**src/rtl/tos_pkg.sv**
```systemverilog
package tos_pkg;
  typedef enum logic {
    MODE_TX_ONLY = 1'b0,
    MODE_BIDIR   = 1'b1
  } mode_e;
endpackage

```
**src/rtl/tos_sync.sv**
```systemverilog
// Multi-stage level synchronizer for a slow asynchronous line.
module tos_sync #(
  parameter int STAGES = 2
) (
  input  logic clk,
  input  logic rst_n,
  input  logic async_i,
  output logic level_o
);
  logic [STAGES-1:0] q;

  for (genvar i = 0; i < STAGES; i++) begin : g_stage
    if (i == 0) begin : g_first
      always_ff @(posedge clk or negedge rst_n) begin
        if (!rst_n) q[0] <= 1'b0;
        else        q[0] <= async_i;
      end
    end else begin : g_next
      always_ff @(posedge clk or negedge rst_n) begin
        if (!rst_n) q[i] <= 1'b0;
        else        q[i] <= q[i-1];
      end
    end
  end

  assign level_o = q[STAGES-1];
endmodule

```
**src/rtl/tos_fetch.sv**
```systemverilog
// Address counter, valid/ready read request and one-byte holding register.
module tos_fetch #(
  parameter int ADDR_W = 7,
  parameter int DATA_W = 8
) (
  input  logic              clk,
  input  logic              rst_n,
  input  logic              halt_i,
  input  logic              byte_done_i,
  output logic              rd_valid,
  input  logic              rd_ready,
  output logic [ADDR_W-1:0] rd_addr,
  input  logic [DATA_W-1:0] rd_data,
  output logic              have_byte_o,
  output logic [DATA_W-1:0] cur_byte_o
);
  logic [ADDR_W-1:0] addr_q;
  logic              have_q;
  logic [DATA_W-1:0] byte_q;

  assign rd_valid    = !have_q && !halt_i;
  assign rd_addr     = addr_q;
  assign have_byte_o = have_q;
  assign cur_byte_o  = byte_q;

  always_ff @(posedge clk or negedge rst_n) begin
    if (!rst_n) begin
      addr_q <= '0;
      have_q <= 1'b0;
      byte_q <= '0;
    end else if (byte_done_i) begin
      addr_q <= addr_q + 1'b1;
      have_q <= 1'b0;
    end else if (rd_valid && rd_ready) begin
      byte_q <= rd_data;
      have_q <= 1'b1;
    end
  end
endmodule

```
**src/rtl/tos_shifter.sv**
```systemverilog
// Bit counter and open-drain output register: DATA_W data bits then one filler.
module tos_shifter #(
  parameter int DATA_W = 8
) (
  input  logic              clk,
  input  logic              rst_n,
  input  logic              strm_level_i,
  input  logic              enable_i,
  input  logic              force_release_i,
  input  logic              have_byte_i,
  input  logic [DATA_W-1:0] cur_byte_i,
  output logic              byte_done_o,
  output logic              sda_low_o
);
  localparam int CNT_W = $clog2(DATA_W + 1);
  localparam logic [CNT_W-1:0] LAST = CNT_W'(DATA_W);

  logic             strm_prev_q;
  logic [CNT_W-1:0] cnt_q;
  logic             sda_q;
  logic             step;
  logic [DATA_W-1:0] aligned;

  assign step        = strm_level_i && !strm_prev_q;
  assign aligned     = cur_byte_i << cnt_q;
  assign byte_done_o = step && enable_i && !force_release_i && (cnt_q == LAST);
  assign sda_low_o   = sda_q;

  always_ff @(posedge clk or negedge rst_n) begin
    if (!rst_n) strm_prev_q <= 1'b0;
    else        strm_prev_q <= strm_level_i;
  end

  always_ff @(posedge clk or negedge rst_n) begin
    if (!rst_n) begin
      cnt_q <= '0;
      sda_q <= 1'b0;
    end else if (force_release_i) begin
      sda_q <= 1'b0;
    end else if (step && enable_i) begin
      if (cnt_q == LAST) begin
        sda_q <= 1'b0;
        cnt_q <= '0;
      end else if (have_byte_i) begin
        sda_q <= ~aligned[DATA_W-1];
        cnt_q <= cnt_q + 1'b1;
      end
    end
  end
endmodule

```
**src/rtl/tos_streamer.sv**
```systemverilog
module tos_streamer #(
  parameter int ADDR_W      = 7,
  parameter int DATA_W      = 8,
  parameter int SYNC_STAGES = 2
) (
  input  logic              clk,
  input  logic              rst_n,
  input  logic              strm_clk,
  input  logic              bus_scl,
  output logic              rd_valid,
  input  logic              rd_ready,
  output logic [ADDR_W-1:0] rd_addr,
  input  logic [DATA_W-1:0] rd_data,
  output logic              sda_drive_low,
  output logic              bidir_mode
);
  import tos_pkg::*;

  logic              strm_s;
  logic              scl_s;
  logic              scl_prev_q;
  logic              scl_fall;
  mode_e             mode_q;
  logic              byte_done;
  logic              have_byte;
  logic [DATA_W-1:0] cur_byte;

  tos_sync #(.STAGES(SYNC_STAGES)) u_sync_strm (
    .clk(clk), .rst_n(rst_n), .async_i(strm_clk), .level_o(strm_s)
  );

  tos_sync #(.STAGES(SYNC_STAGES)) u_sync_scl (
    .clk(clk), .rst_n(rst_n), .async_i(bus_scl), .level_o(scl_s)
  );

  assign scl_fall   = scl_prev_q && !scl_s;
  assign bidir_mode = (mode_q == MODE_BIDIR);

  always_ff @(posedge clk or negedge rst_n) begin
    if (!rst_n) begin
      scl_prev_q <= 1'b0;
      mode_q     <= MODE_TX_ONLY;
    end else begin
      scl_prev_q <= scl_s;
      if (scl_fall) mode_q <= MODE_BIDIR;
    end
  end

  tos_fetch #(.ADDR_W(ADDR_W), .DATA_W(DATA_W)) u_fetch (
    .clk(clk), .rst_n(rst_n),
    .halt_i(bidir_mode), .byte_done_i(byte_done),
    .rd_valid(rd_valid), .rd_ready(rd_ready),
    .rd_addr(rd_addr), .rd_data(rd_data),
    .have_byte_o(have_byte), .cur_byte_o(cur_byte)
  );

  tos_shifter #(.DATA_W(DATA_W)) u_shift (
    .clk(clk), .rst_n(rst_n),
    .strm_level_i(strm_s),
    .enable_i(scl_s && !bidir_mode),
    .force_release_i(scl_fall || bidir_mode),
    .have_byte_i(have_byte), .cur_byte_i(cur_byte),
    .byte_done_o(byte_done), .sda_low_o(sda_drive_low)
  );
endmodule

```
**config.mk**
```make
export PLATFORM = sky130hd
export DESIGN_NAME = tos_streamer
export DESIGN_NICKNAME = d
export VERILOG_FILES = /design/src/rtl/tos_pkg.sv /design/src/rtl/tos_sync.sv /design/src/rtl/tos_fetch.sv /design/src/rtl/tos_shifter.sv /design/src/rtl/tos_streamer.sv
export SDC_FILE = /design/constraint.sdc
export NUM_CORES = 1
export LEC_CHECK = 0
export CAP_MARGIN = 20
export CORE_UTILIZATION = 50
export CTS_CLUSTER_SIZE = 10
export DETAILED_ROUTE_END_ITERATION = 12
export PLACE_DENSITY = 0.77
export SYNTH_ARGS = -nofsm -noshare
export SYNTH_HDL_FRONTEND = slang
export SYNTH_SLANG_ARGS = --single-unit
```
**constraint.sdc**
```tcl
create_clock -name clk -period 2.5 [get_ports clk]
set_clock_uncertainty 0.15 [all_clocks]
set_input_delay 0.625 -clock clk [delete_from_list [all_inputs] [get_ports clk]]
set_output_delay 0.625 -clock clk [all_outputs]
set_load 0.1 [all_outputs]
```
==> results of run 1 <==
[metrics by stage]
| stage | hold slack [ns] | instance area (µm²) | total power, W | utilization |
|---|---|---|---|---|
| floorplan | 0.1794 | 1252 | 0.0005816 | - |
| global placement | 0.1872 | 1509 | 0.0006170 | 0.6630 |
| detailed placement | 0.1912 | 1509 | 0.0006217 | 0.6630 |
| CTS | 0.2222 | 1545 | 0.0008331 | 0.6789 |
| global route | 0.2239 | 1545 | 0.0008554 | 0.6789 |
| finish | 0.2187 | 1545 | 0.0008210 | 0.6789 |
[critical path, delay by kind of cell (launching register included)]
family                     cells  cell delay, ns
adders and majority gates      1            0.18
and+or+nand+nor                1            0.18
AOI/OAI and AO/OA              1            0.45
muxes                          1            0.40
DFF                            1            0.51
buffers and inverters          1            0.10
[cells by family (layout without fill, tap and decap cells)]
| group | after synthesis | after routing |
|---|---|---|
| buffers and inverters | 10 | 38 |
| flip-flops | 28 | 28 |
| AO/OA/AOI/OAI | 15 | 15 |
| XOR/XNOR | 6 | 6 |
| AND/OR/NAND/NOR | 20 | 20 |
| multiplexers | 13 | 13 |
| adder cells (fa/ha/maj) | 3 | 3 |
[synth_stat cells (2+ instances only)]
cell     instances  share of area
dfrtp_1         28           0.56
mux2_2          11          0.099
inv_1            8          0.024
a21oi_1          4          0.016
ha_1             3          0.030
nand3_1          3          0.012
nand4_1          3          0.015
nor2_1           3         0.0090
xnor2_1          3          0.021
xor2_1           3          0.021
nor4_1           2          0.010
[layout by cell type, fill, tap and decap left out, types with 4 or more instances in the layout]
master,Yosys,layout
clkdlybuf4s50_1,0,12
a21oi_1,4,4
mux2_2,11,11
inv_1,8,8
dfrtp_1,28,28
buf_4,0,13
[layer usage]
layer | GRT usage | up-vias | routed length, µm
li1 | - | 402 | -
met2 | 0.3056 | 19 | 1120
met5 | 0 | - | 0
met3 | 0.03509 | 5 | 69
met4 | 0.06757 | 0 | 31
met1 | 0.2645 | 438 | 1019
[flip-flops by register name, indices dropped and copies added, names as in the netlist]
signal / flops
u_fetch.cur_byte_o: 8
scl_prev_q: 1
u_sync_scl.q: 1
u_sync_strm.q: 1
u_fetch.rd_addr: 7
u_fetch.have_byte_o: 1
u_shift.sda_low_o: 1
u_sync_scl.level_o: 1
u_sync_strm.level_o: 1
u_shift.cnt_q: 4
bidir_mode: 1
u_shift.strm_prev_q: 1
[final cells by class]
cell class	instances	share of cell area
tap	28	0.02267
sequential	28	0.4534
multi-input combinational	57	0.3271
clock buffer	4	0.02348
inverter	8	0.01943
timing repair buffer	26	0.1538
[report_power, final]
part	switching [W]	internal, W	leakage [nW]
registers	0.0000276	0.000488	0.352
clock network	0.000120	0.0000890	0.0210
logic	0.0000361	0.0000609	0.320
[path summary, 6_finish.rpt]
check / end / cells after the start
max: u_fetch.cur_byte_o[5]$_DFFE_PN0P_ / 5
min: u_sync_scl.level_o$_DFF_PN0_ / 0
max reg2reg: u_fetch.cur_byte_o[5]$_DFFE_PN0P_ / 5
min reg2reg: u_sync_scl.level_o$_DFF_PN0_ / 0
max in group asynchronous: u_sync_scl.level_o$_DFF_PN0_ / 2
min in group asynchronous: u_fetch.rd_addr[4]$_DFFE_PN0N_ / 2
==> impl_metrics.tcl, run 1 <==
set metrics [dict create \
    place_hpwl_mm 1.661 \
    dieArea_um2 2694 \
    grt_max_degree 29 \
    slew_headroom 0.6895 \
    ant_nets 0 \
    grt_use_total 0.1928 \
    cp-startpoint "u_shift.cnt_q[0]$_DFFE_PN0P_" \
    fin_ws_ns 0.4307 \
    yosysSeqAreaShare 0.5628 \
    syn-num-nets 111 \
    setup_viol 0 \
    powerDensity_nw_per_um2 531.3 \
    r2r_start "u_shift.cnt_q[0]$_DFFE_PN0P_" \
    vias 864 \
    layout_min_cycle_time_ns 2.069 \
    clockBufferDepth 2 \
    antenna_found_initial 0 \
    end_kind "flop" \
    status "complete, no violations" \
    synth_mux_area_frac 0.1256 \
    hold_buffers 0 \
    synth_xor_area_frac 0.04221 \
    p_leak_nw 0.6935 \
    clk_pin_slew_worst_paths_ns 0.13 \
    cp_max_fo 8 \
    clk_latency_ns 0.31 \
    synth_fa_ha_area_frac 0.03015 \
    synth-simple-area-share 0.1035 \
    start_util 0.5470 \
    firstDrtPassIters 4 \
    final_net_count 140 \
    grt_pass1_wl_mm 3.795 \
    place_inst 147 \
    io_buffers 22 \
    seq_area_um2 700.7 \
    critPathLaunchType "flop" \
    cts_resized 0 \
    synth_edf_count 0 \
    fin_crit_sh 0.8277 \
    die_h_um 51.90 \
    rsz0062_at_grt "false" \
    max_stage_delay_ns 0.51 \
    diodes 0 \
    slew_viol_final 0 \
    synth-seq-cells 28 \
    drtIter0Drc 12 \
    post-place-ws_ns 0.4388 \
    yosysWarnings 0 \
    syn_area_um2 1245 \
    fin_cells 151 \
    h-tree-depth 1 \
    fmax_mhz 483.3 \
    multi_input_area_um2 505.5 \
    setup-tns-final_ns 0 \
    cts_inserted_buffers 3 \
    synthFlopType "dfrtp_1" \
    n_fill_cell 171 \
    synthCells 95 \
    die_x_um 51.90 \
    gp_congestion 0.8823 \
    crit_type "flop to flop" \
    holdCritStartpoint "u_sync_scl.q[0]$_DFF_PN0_" \
    routedWlPerCell_um 14.83 \
    worst_ep_required_time_ns 2.56 \
    path_cells "inv_1, ha_1, nand3b_1, o211ai_2, mux2_2" \
    reg2reg_slack_ns 0.43 \
    grt_pass1_vias 840 \
    vias_per_cell 5.722 \
    wirelength_mm 2.240 \
    slowest_stage "dfrtp_1" \
    synth_cell_types 35 \
    synthArstFlopShare 1.000 \
    synthToLayoutAreaGrowth_pct 24.12 \
    ir_worst_vdd_mv 0.3357 \
    rows 17 \
    cts_setup_buffers 0 \
    worstPathArrival_ns 2.13 \
    numClockSinks 28 \
    final_hold_viol_count 0 \
    drive_above_1_share 0.3008 \
    io_pins 23 \
    tritoncts "yes" \
    drv_cap 0 \
    drc_errors 0 \
    hp-class "flop to flop" \
    synth_top_family_by_area "multiplexers" \
    grt_remaining_overflow 0 \
    tightest_slew_ns 0.4643 \
    syn_avg_cell_area_um2 13.10 \
    synth_compound_area_frac 0.09849 \
    core_area_um2 2276 \
    root_buffer "clkbuf_4" \
]
Power figures use the tool's default switching activity.
==> run 2, diff against run 1 <==
--- a/config.mk
+++ b/config.mk
@@ -6,10 +6,10 @@
 export NUM_CORES = 1
 export LEC_CHECK = 0
 export CAP_MARGIN = 20
-export CORE_UTILIZATION = 50
+export CORE_UTILIZATION = 45
 export CTS_CLUSTER_SIZE = 10
 export DETAILED_ROUTE_END_ITERATION = 12
-export PLACE_DENSITY = 0.77
+export PLACE_DENSITY = 0.73
 export SYNTH_ARGS = -nofsm -noshare
 export SYNTH_HDL_FRONTEND = slang
 export SYNTH_SLANG_ARGS = --single-unit
==> constraint.sdc (replaced) <==
create_clock -name clk -period 1.8 [get_ports clk]
set_clock_uncertainty 0.15 [all_clocks]
set_input_delay 0.45 -clock clk [delete_from_list [all_inputs] [get_ports clk]]
set_output_delay 0.45 -clock clk [all_outputs]
set_load 0.1 [all_outputs]
==> run 2 against run 1 <==
  * The run now ends with negative setup slack left
  * Utilization up 2.3 points
  * Clock power increased by 28%
  * Setup slack got worse by 0.48 ns
  * Power increased by 39%
  * Final cell count increased by 7.9%
  * Die area up 11%
  * Combinational power is 75% higher
  * Register-to-register slack got worse by 0.45 ns
  * Sequential cell count unchanged
  * Sequential share of layout area down 5.7 points
==> impl_metrics.tcl, run 2 (same netlist as run 1, synthesis figures left out) <==
set metrics [dict create \
    hp-class "flop to flop" \
    grt_use_total 0.1931 \
    rows 18 \
    rr_worst_depth 3 \
    clock_power_share 0.234 \
    place_hpwl_mm 1.814 \
    clockBufferDepth 2 \
    grt_pass1_wl_mm 3.960 \
    p_switching_w 0.0002780 \
    antenna_found_initial 0 \
    tightest_slew_ns 0.3377 \
    grt_max_degree 29 \
    ant_nets 0 \
    h-tree-depth 1 \
    grt_remaining_overflow 0 \
    clk_pin_slew_worst_paths_ns 0.14 \
    combPwrFrac 0.149 \
    worst_r2r_endpoint "u_fetch.cur_byte_o[7]$_DFFE_PN0P_" \
    end_kind "output port" \
    crit_type "flop to output port" \
    post-place-ws_ns -0.03369 \
    root_buffer "clkbuf_4" \
    status "finished, violations left" \
    place_inst 155 \
    powerDensity_nw_per_um2 639.9 \
    use_met1 0.2482 \
    diodes 0 \
    routedWlPerCell_um 14.52 \
    p_leak_nw 0.7780 \
    synthToLayoutAreaGrowth_pct 43.52 \
    grt_pass1_vias 903 \
    largest_reg_flops 8 \
    slew_viol_final 0 \
    n_fill_cell 191 \
    grt_busiest_layer "met2" \
    fin_cells 163 \
    met3_usage 0.02500 \
    cts_inserted_buffers 3 \
    drive_above_1_share 0.4135 \
    drv_cap 0 \
    power_w 0.001143 \
    start_util 0.4892 \
    critPathLaunchType "flop" \
    cp_max_fo 4 \
    fmax_mhz 541.3 \
    numClockSinks 28 \
    slew_headroom 0.7748 \
    holdCritStartpoint "u_sync_strm.q[0]$_DFF_PN0_" \
    reg2reg_slack_ns -0.02 \
    fin_ws_ns -0.04751 \
    final_hold_viol_count 0 \
    ir_worst_vdd_mv 0.6354 \
    layout_commonest_cell "dfrtp_1" \
    internal_power_w 0.0008654 \
    tritoncts "yes" \
    r2r_start "bidir_mode$_DFFE_PN0P_" \
    use_met2 0.3253 \
    hold_end "u_sync_strm.level_o$_DFF_PN0_" \
    firstDrtPassIters 4 \
    vias 909 \
    min_path_cells 0 \
    core_area_um2 2545 \
    drtIter0Drc 27 \
    io_pins 23 \
    worst_ep_required_time_ns 1.20 \
    clk_latency_ns 0.33 \
    rsz0062_at_grt "true" \
    seqPwrFrac 0.617 \
    gp_congestion 0.8554 \
    most-common-layout-cells "dfrtp_1, buf_4, clkdlybuf4s50_1" \
    wirelength_mm 2.366 \
    final_net_count 150 \
    layout_min_cycle_time_ns 1.848 \
    die_h_um 54.60 \
    dieArea_um2 2981 \
    fin_crit_sh 1.026 \
    worstPathArrival_ns 1.25 \
    drc_errors 0 \
    setup_viol 10 \
    die_x_um 54.60 \
    seq_area_um2 708.2 \
    violations "negative setup slack" \
    setup-tns-final_ns -0.2045 \
    io_buffers 22 \
    vias_per_cell 5.577 \
    sw_frac_of_total 0.2431 \
    multi_input_area_um2 555.5 \
]
run 2: cell count changes in the layout (fill, tap and decap cells not counted), sizes merged:
cell	delta
buf	+10
run 2: cell type report:
class / instances / share of cell area
multi-input cells: 57 / 0.3109
clock buffers: 4 / 0.01471
flip-flops and latches: 28 / 0.3964
inverters: 8 / 0.01681
well taps: 30 / 0.02101
repair buffers: 36 / 0.2402
run 2: how the worst max path moves through the flow:
stage | from | end | slack, ns | cells past startpoint
after global routing | bidir_mode$_DFFE_PN0P_ | bidir_mode | -0.09 | 3
after CTS | bidir_mode$_DFFE_PN0P_ | rd_valid | -0.07 | 3
after global placement | bidir_mode$_DFFE_PN0P_ | u_fetch.cur_byte_o[4]$_DFFE_PN0P_ | -0.003 | 3
final | bidir_mode$_DFFE_PN0P_ | bidir_mode | -0.05 | 3
after detailed placement | bidir_mode$_DFFE_PN0P_ | u_fetch.cur_byte_o[7]$_DFFE_PN0P_ | -0.03 | 3
after floorplan | bidir_mode$_DFFE_PN0P_ | u_fetch.cur_byte_o[0]$_DFFE_PN0P_ | -0.20 | 3
run 2: per-layer routing:
layer  vias to the layer above  routed length [µm]
met3                         5                  94
li1                        425                   -
met1                       453                1063
met4                         0                  42
met2                        26                1165
met5                         -                   0
run 2: worst max-delay path: stages, from the launching register on:
cell and delay (ns):
dfrtp_4 0.51, buf_6 0.13, buf_4 0.13, buf_12 0.15
run 2: metrics by stage:
step	cell area [µm²]	utilization	hold slack, ns
after floorplan	1276	-	0.004409
after global placement	1693	0.6652	0.1858
after detailed placement	1693	0.6652	0.1871
after CTS	1759	0.6912	0.2179
after global routing	1787	0.7021	0.2271
final	1787	0.7021	0.2158
run 2: power groups by stage:
stage | clock (W) | combinational (W) | sequential (W)
6_report | 0.000267 | 0.000170 | 0.000706
5_1_grt | 0.000304 | 0.000187 | 0.000713
4_1_cts | 0.000270 | 0.000167 | 0.000705
3_5_place_dp | 0 | 0.000157 | 0.000722
3_3_place_gp | 0 | 0.000150 | 0.000718
2_1_floorplan | 0 | 0.0000971 | 0.000711
run 2: repair_timing:
item / in CTS / in global routing
hold buffers: 0 / 0
buffers inserted: 4 / 0
gates resized for setup: 2 / 4
pin swaps: 2 / 3
setup endpoints to repair: 10 / 16
==> run 3, diff against run 2 <==
--- a/config.mk
+++ b/config.mk
@@ -5,10 +5,13 @@
 export SDC_FILE = /design/constraint.sdc
 export NUM_CORES = 1
 export LEC_CHECK = 0
+export ABC_CLOCK_PERIOD_IN_PS = 1800
 export CAP_MARGIN = 20
+export CORE_MARGIN = 3
 export CORE_UTILIZATION = 45
 export CTS_CLUSTER_SIZE = 10
 export DETAILED_ROUTE_END_ITERATION = 12
+export MAX_ROUTING_LAYER = met4
 export PLACE_DENSITY = 0.73
 export SYNTH_ARGS = -nofsm -noshare
 export SYNTH_HDL_FRONTEND = slang
==> run 3 against run 2 <==
  * The flow still finishes with violations (negative setup slack)
  * Sequential power barely moved
  * Clock power rose by 2%
  * Global-route usage fell by 2.6 points
  * Register-to-register slack barely moved
  * Via count fell by 2.1%
  * Wire length rose by 4.8%
  * Highest routed layer unchanged
==> impl_metrics.tcl, run 3 (same netlist as run 1, synthesis figures left out) <==
set metrics [dict create \
    status "finished, violations left" \
    violations "negative setup slack" \
    worst_ep_required_time_ns 1.20 \
    clk_latency_ns 0.34 \
    rows 18 \
    gp_congestion 0.8590 \
    holdCritStartpoint "u_sync_scl.q[0]$_DFF_PN0_" \
    worstPathArrival_ns 1.25 \
    final_hold_viol_count 0 \
    layout_min_cycle_time_ns 1.850 \
    h-tree-depth 1 \
    place_hpwl_mm 1.809 \
    fin_cells 166 \
    grt_pass1_wl_mm 4.146 \
    tightest_slew_ns 0.3458 \
    die_h_um 58.60 \
    critPathLaunchType "flop" \
    p_leak_nw 0.8041 \
    numClockSinks 28 \
    io_buffers 22 \
    wirelength_mm 2.480 \
    powerDensity_nw_per_um2 635.7 \
    hp-class "flop to flop" \
    die_x_um 58.60 \
    vias 890 \
    dieArea_um2 3433 \
    final_net_count 153 \
    largest_reg_flops 8 \
    routedWlPerCell_um 14.94 \
    grt_use_total 0.1672 \
    placed_area_um2 1700 \
    grt_max_degree 29 \
    grt_pass1_vias 934 \
    synthToLayoutAreaGrowth_pct 46.83 \
    cp_max_fo 2 \
    grt_remaining_overflow 0 \
    end_kind "output port" \
    core_area_um2 2545 \
    drtIter0Drc 20 \
    min_path_cells 0 \
    post-place-ws_ns -0.06132 \
    rsz0062_at_grt "true" \
    fin_area_um2 1828 \
    worst_r2r_endpoint "u_shift.cnt_q[1]$_DFFE_PN0P_" \
    place_inst 156 \
    ant_nets 0 \
    r2r_start "u_shift.cnt_q[1]$_DFFE_PN0P_" \
    rr_worst_depth 6 \
    fin_ws_ns -0.04958 \
    layout_commonest_cell "dfrtp_1" \
    fmax_mhz 540.7 \
    cts_inserted_buffers 3 \
    firstDrtPassIters 4 \
    clk_pin_slew_worst_paths_ns 0.14 \
    drive_above_1_share 0.4338 \
    setup_viol 3 \
    most-common-layout-cells "dfrtp_1, buf_4, clkdlybuf4s50_1" \
    utilization 0.7183 \
    crit_type "flop to output port" \
    vias_per_cell 5.361 \
    tritoncts "yes" \
    start_util 0.4892 \
    slew_headroom 0.7695 \
    diodes 0 \
    reg2reg_slack_ns -0.02 \
    fin_crit_sh 1.028 \
    drc_errors 0 \
    hold_buffers 0 \
    clockBufferDepth 2 \
    hold_end "u_sync_scl.level_o$_DFF_PN0_" \
    io_pins 23 \
    antenna_found_initial 0 \
    root_buffer "clkbuf_4" \
    drv_cap 0 \
    slew_viol_final 0 \
    ir_worst_vdd_mv 0.6079 \
]
## run 3: worst max-delay path, cell delays in order, from the launching register on
cell and delay [ns]:
dfrtp_4 0.50, buf_6 0.13, nor2_4 0.11, buf_12 0.18
## run 3: power breakdown
part / switching, W / total [W] / internal, W
Clock: 0.000186 / 0.000273 / 0.0000872
Combinational: 0.0000698 / 0.000181 / 0.000112
Sequential: 0.0000297 / 0.000707 / 0.000677
## run 3: worst max-delay path by stage
stage | from | to | slack (ns) | cells after the start
6_report | bidir_mode$_DFFE_PN0P_ | rd_valid | -0.05 | 3
5_1_grt | bidir_mode$_DFFE_PN0P_ | rd_valid | -0.09 | 3
4_1_cts | bidir_mode$_DFFE_PN0P_ | rd_valid | -0.09 | 3
3_5_place_dp | u_shift.cnt_q[0]$_DFFE_PN0P_ | u_fetch.cur_byte_o[6]$_DFFE_PN0P_ | -0.06 | 5
3_3_place_gp | u_shift.cnt_q[0]$_DFFE_PN0P_ | u_fetch.cur_byte_o[5]$_DFFE_PN0P_ | 0.006 | 5
2_1_floorplan | bidir_mode$_DFFE_PN0P_ | u_fetch.cur_byte_o[0]$_DFFE_PN0P_ | -0.20 | 3
## run 3: timing repair
action                     4_1_cts  5_1_grt
setup endpoints to repair       12       14
setup buffers                    6        0
gates resized for setup          3        6
pin swaps                        3        3
gates cloned                     0        0
## run 3: through the flow
stage / hold slack (ns) / total power, W / setup TNS [ns]
2_1_floorplan: 0.004409 / 0.0008079 / -1.621
3_3_place_gp: 0.1868 / 0.0008674 / 0
3_5_place_dp: 0.1847 / 0.0008772 / -0.3924
4_1_cts: 0.2165 / 0.001169 / -0.1558
5_1_grt: 0.2236 / 0.001220 / -0.4844
6_report: 0.2136 / 0.001162 / -0.1005
## run 3: area by class of cell
class | count | area [µm²]
clock buffers | 4 | 26.28
fillers | 174 | 716.9
inverters | 8 | 30.03
multi-input cells | 57 | 558.0
flip-flops and latches | 28 | 708.2
well taps | 30 | 37.54
repair buffers | 39 | 467.9
## run 3: metal layers
layer | vias to the layer above | wire [µm] | global-route usage
li1 | 428 | - | -
met4 | 0 | 43 | 0.08738
met1 | 437 | 1109 | 0.1983
met2 | 21 | 1223 | 0.2775
met3 | 4 | 103 | 0.02193
met5 | - | 0 | -
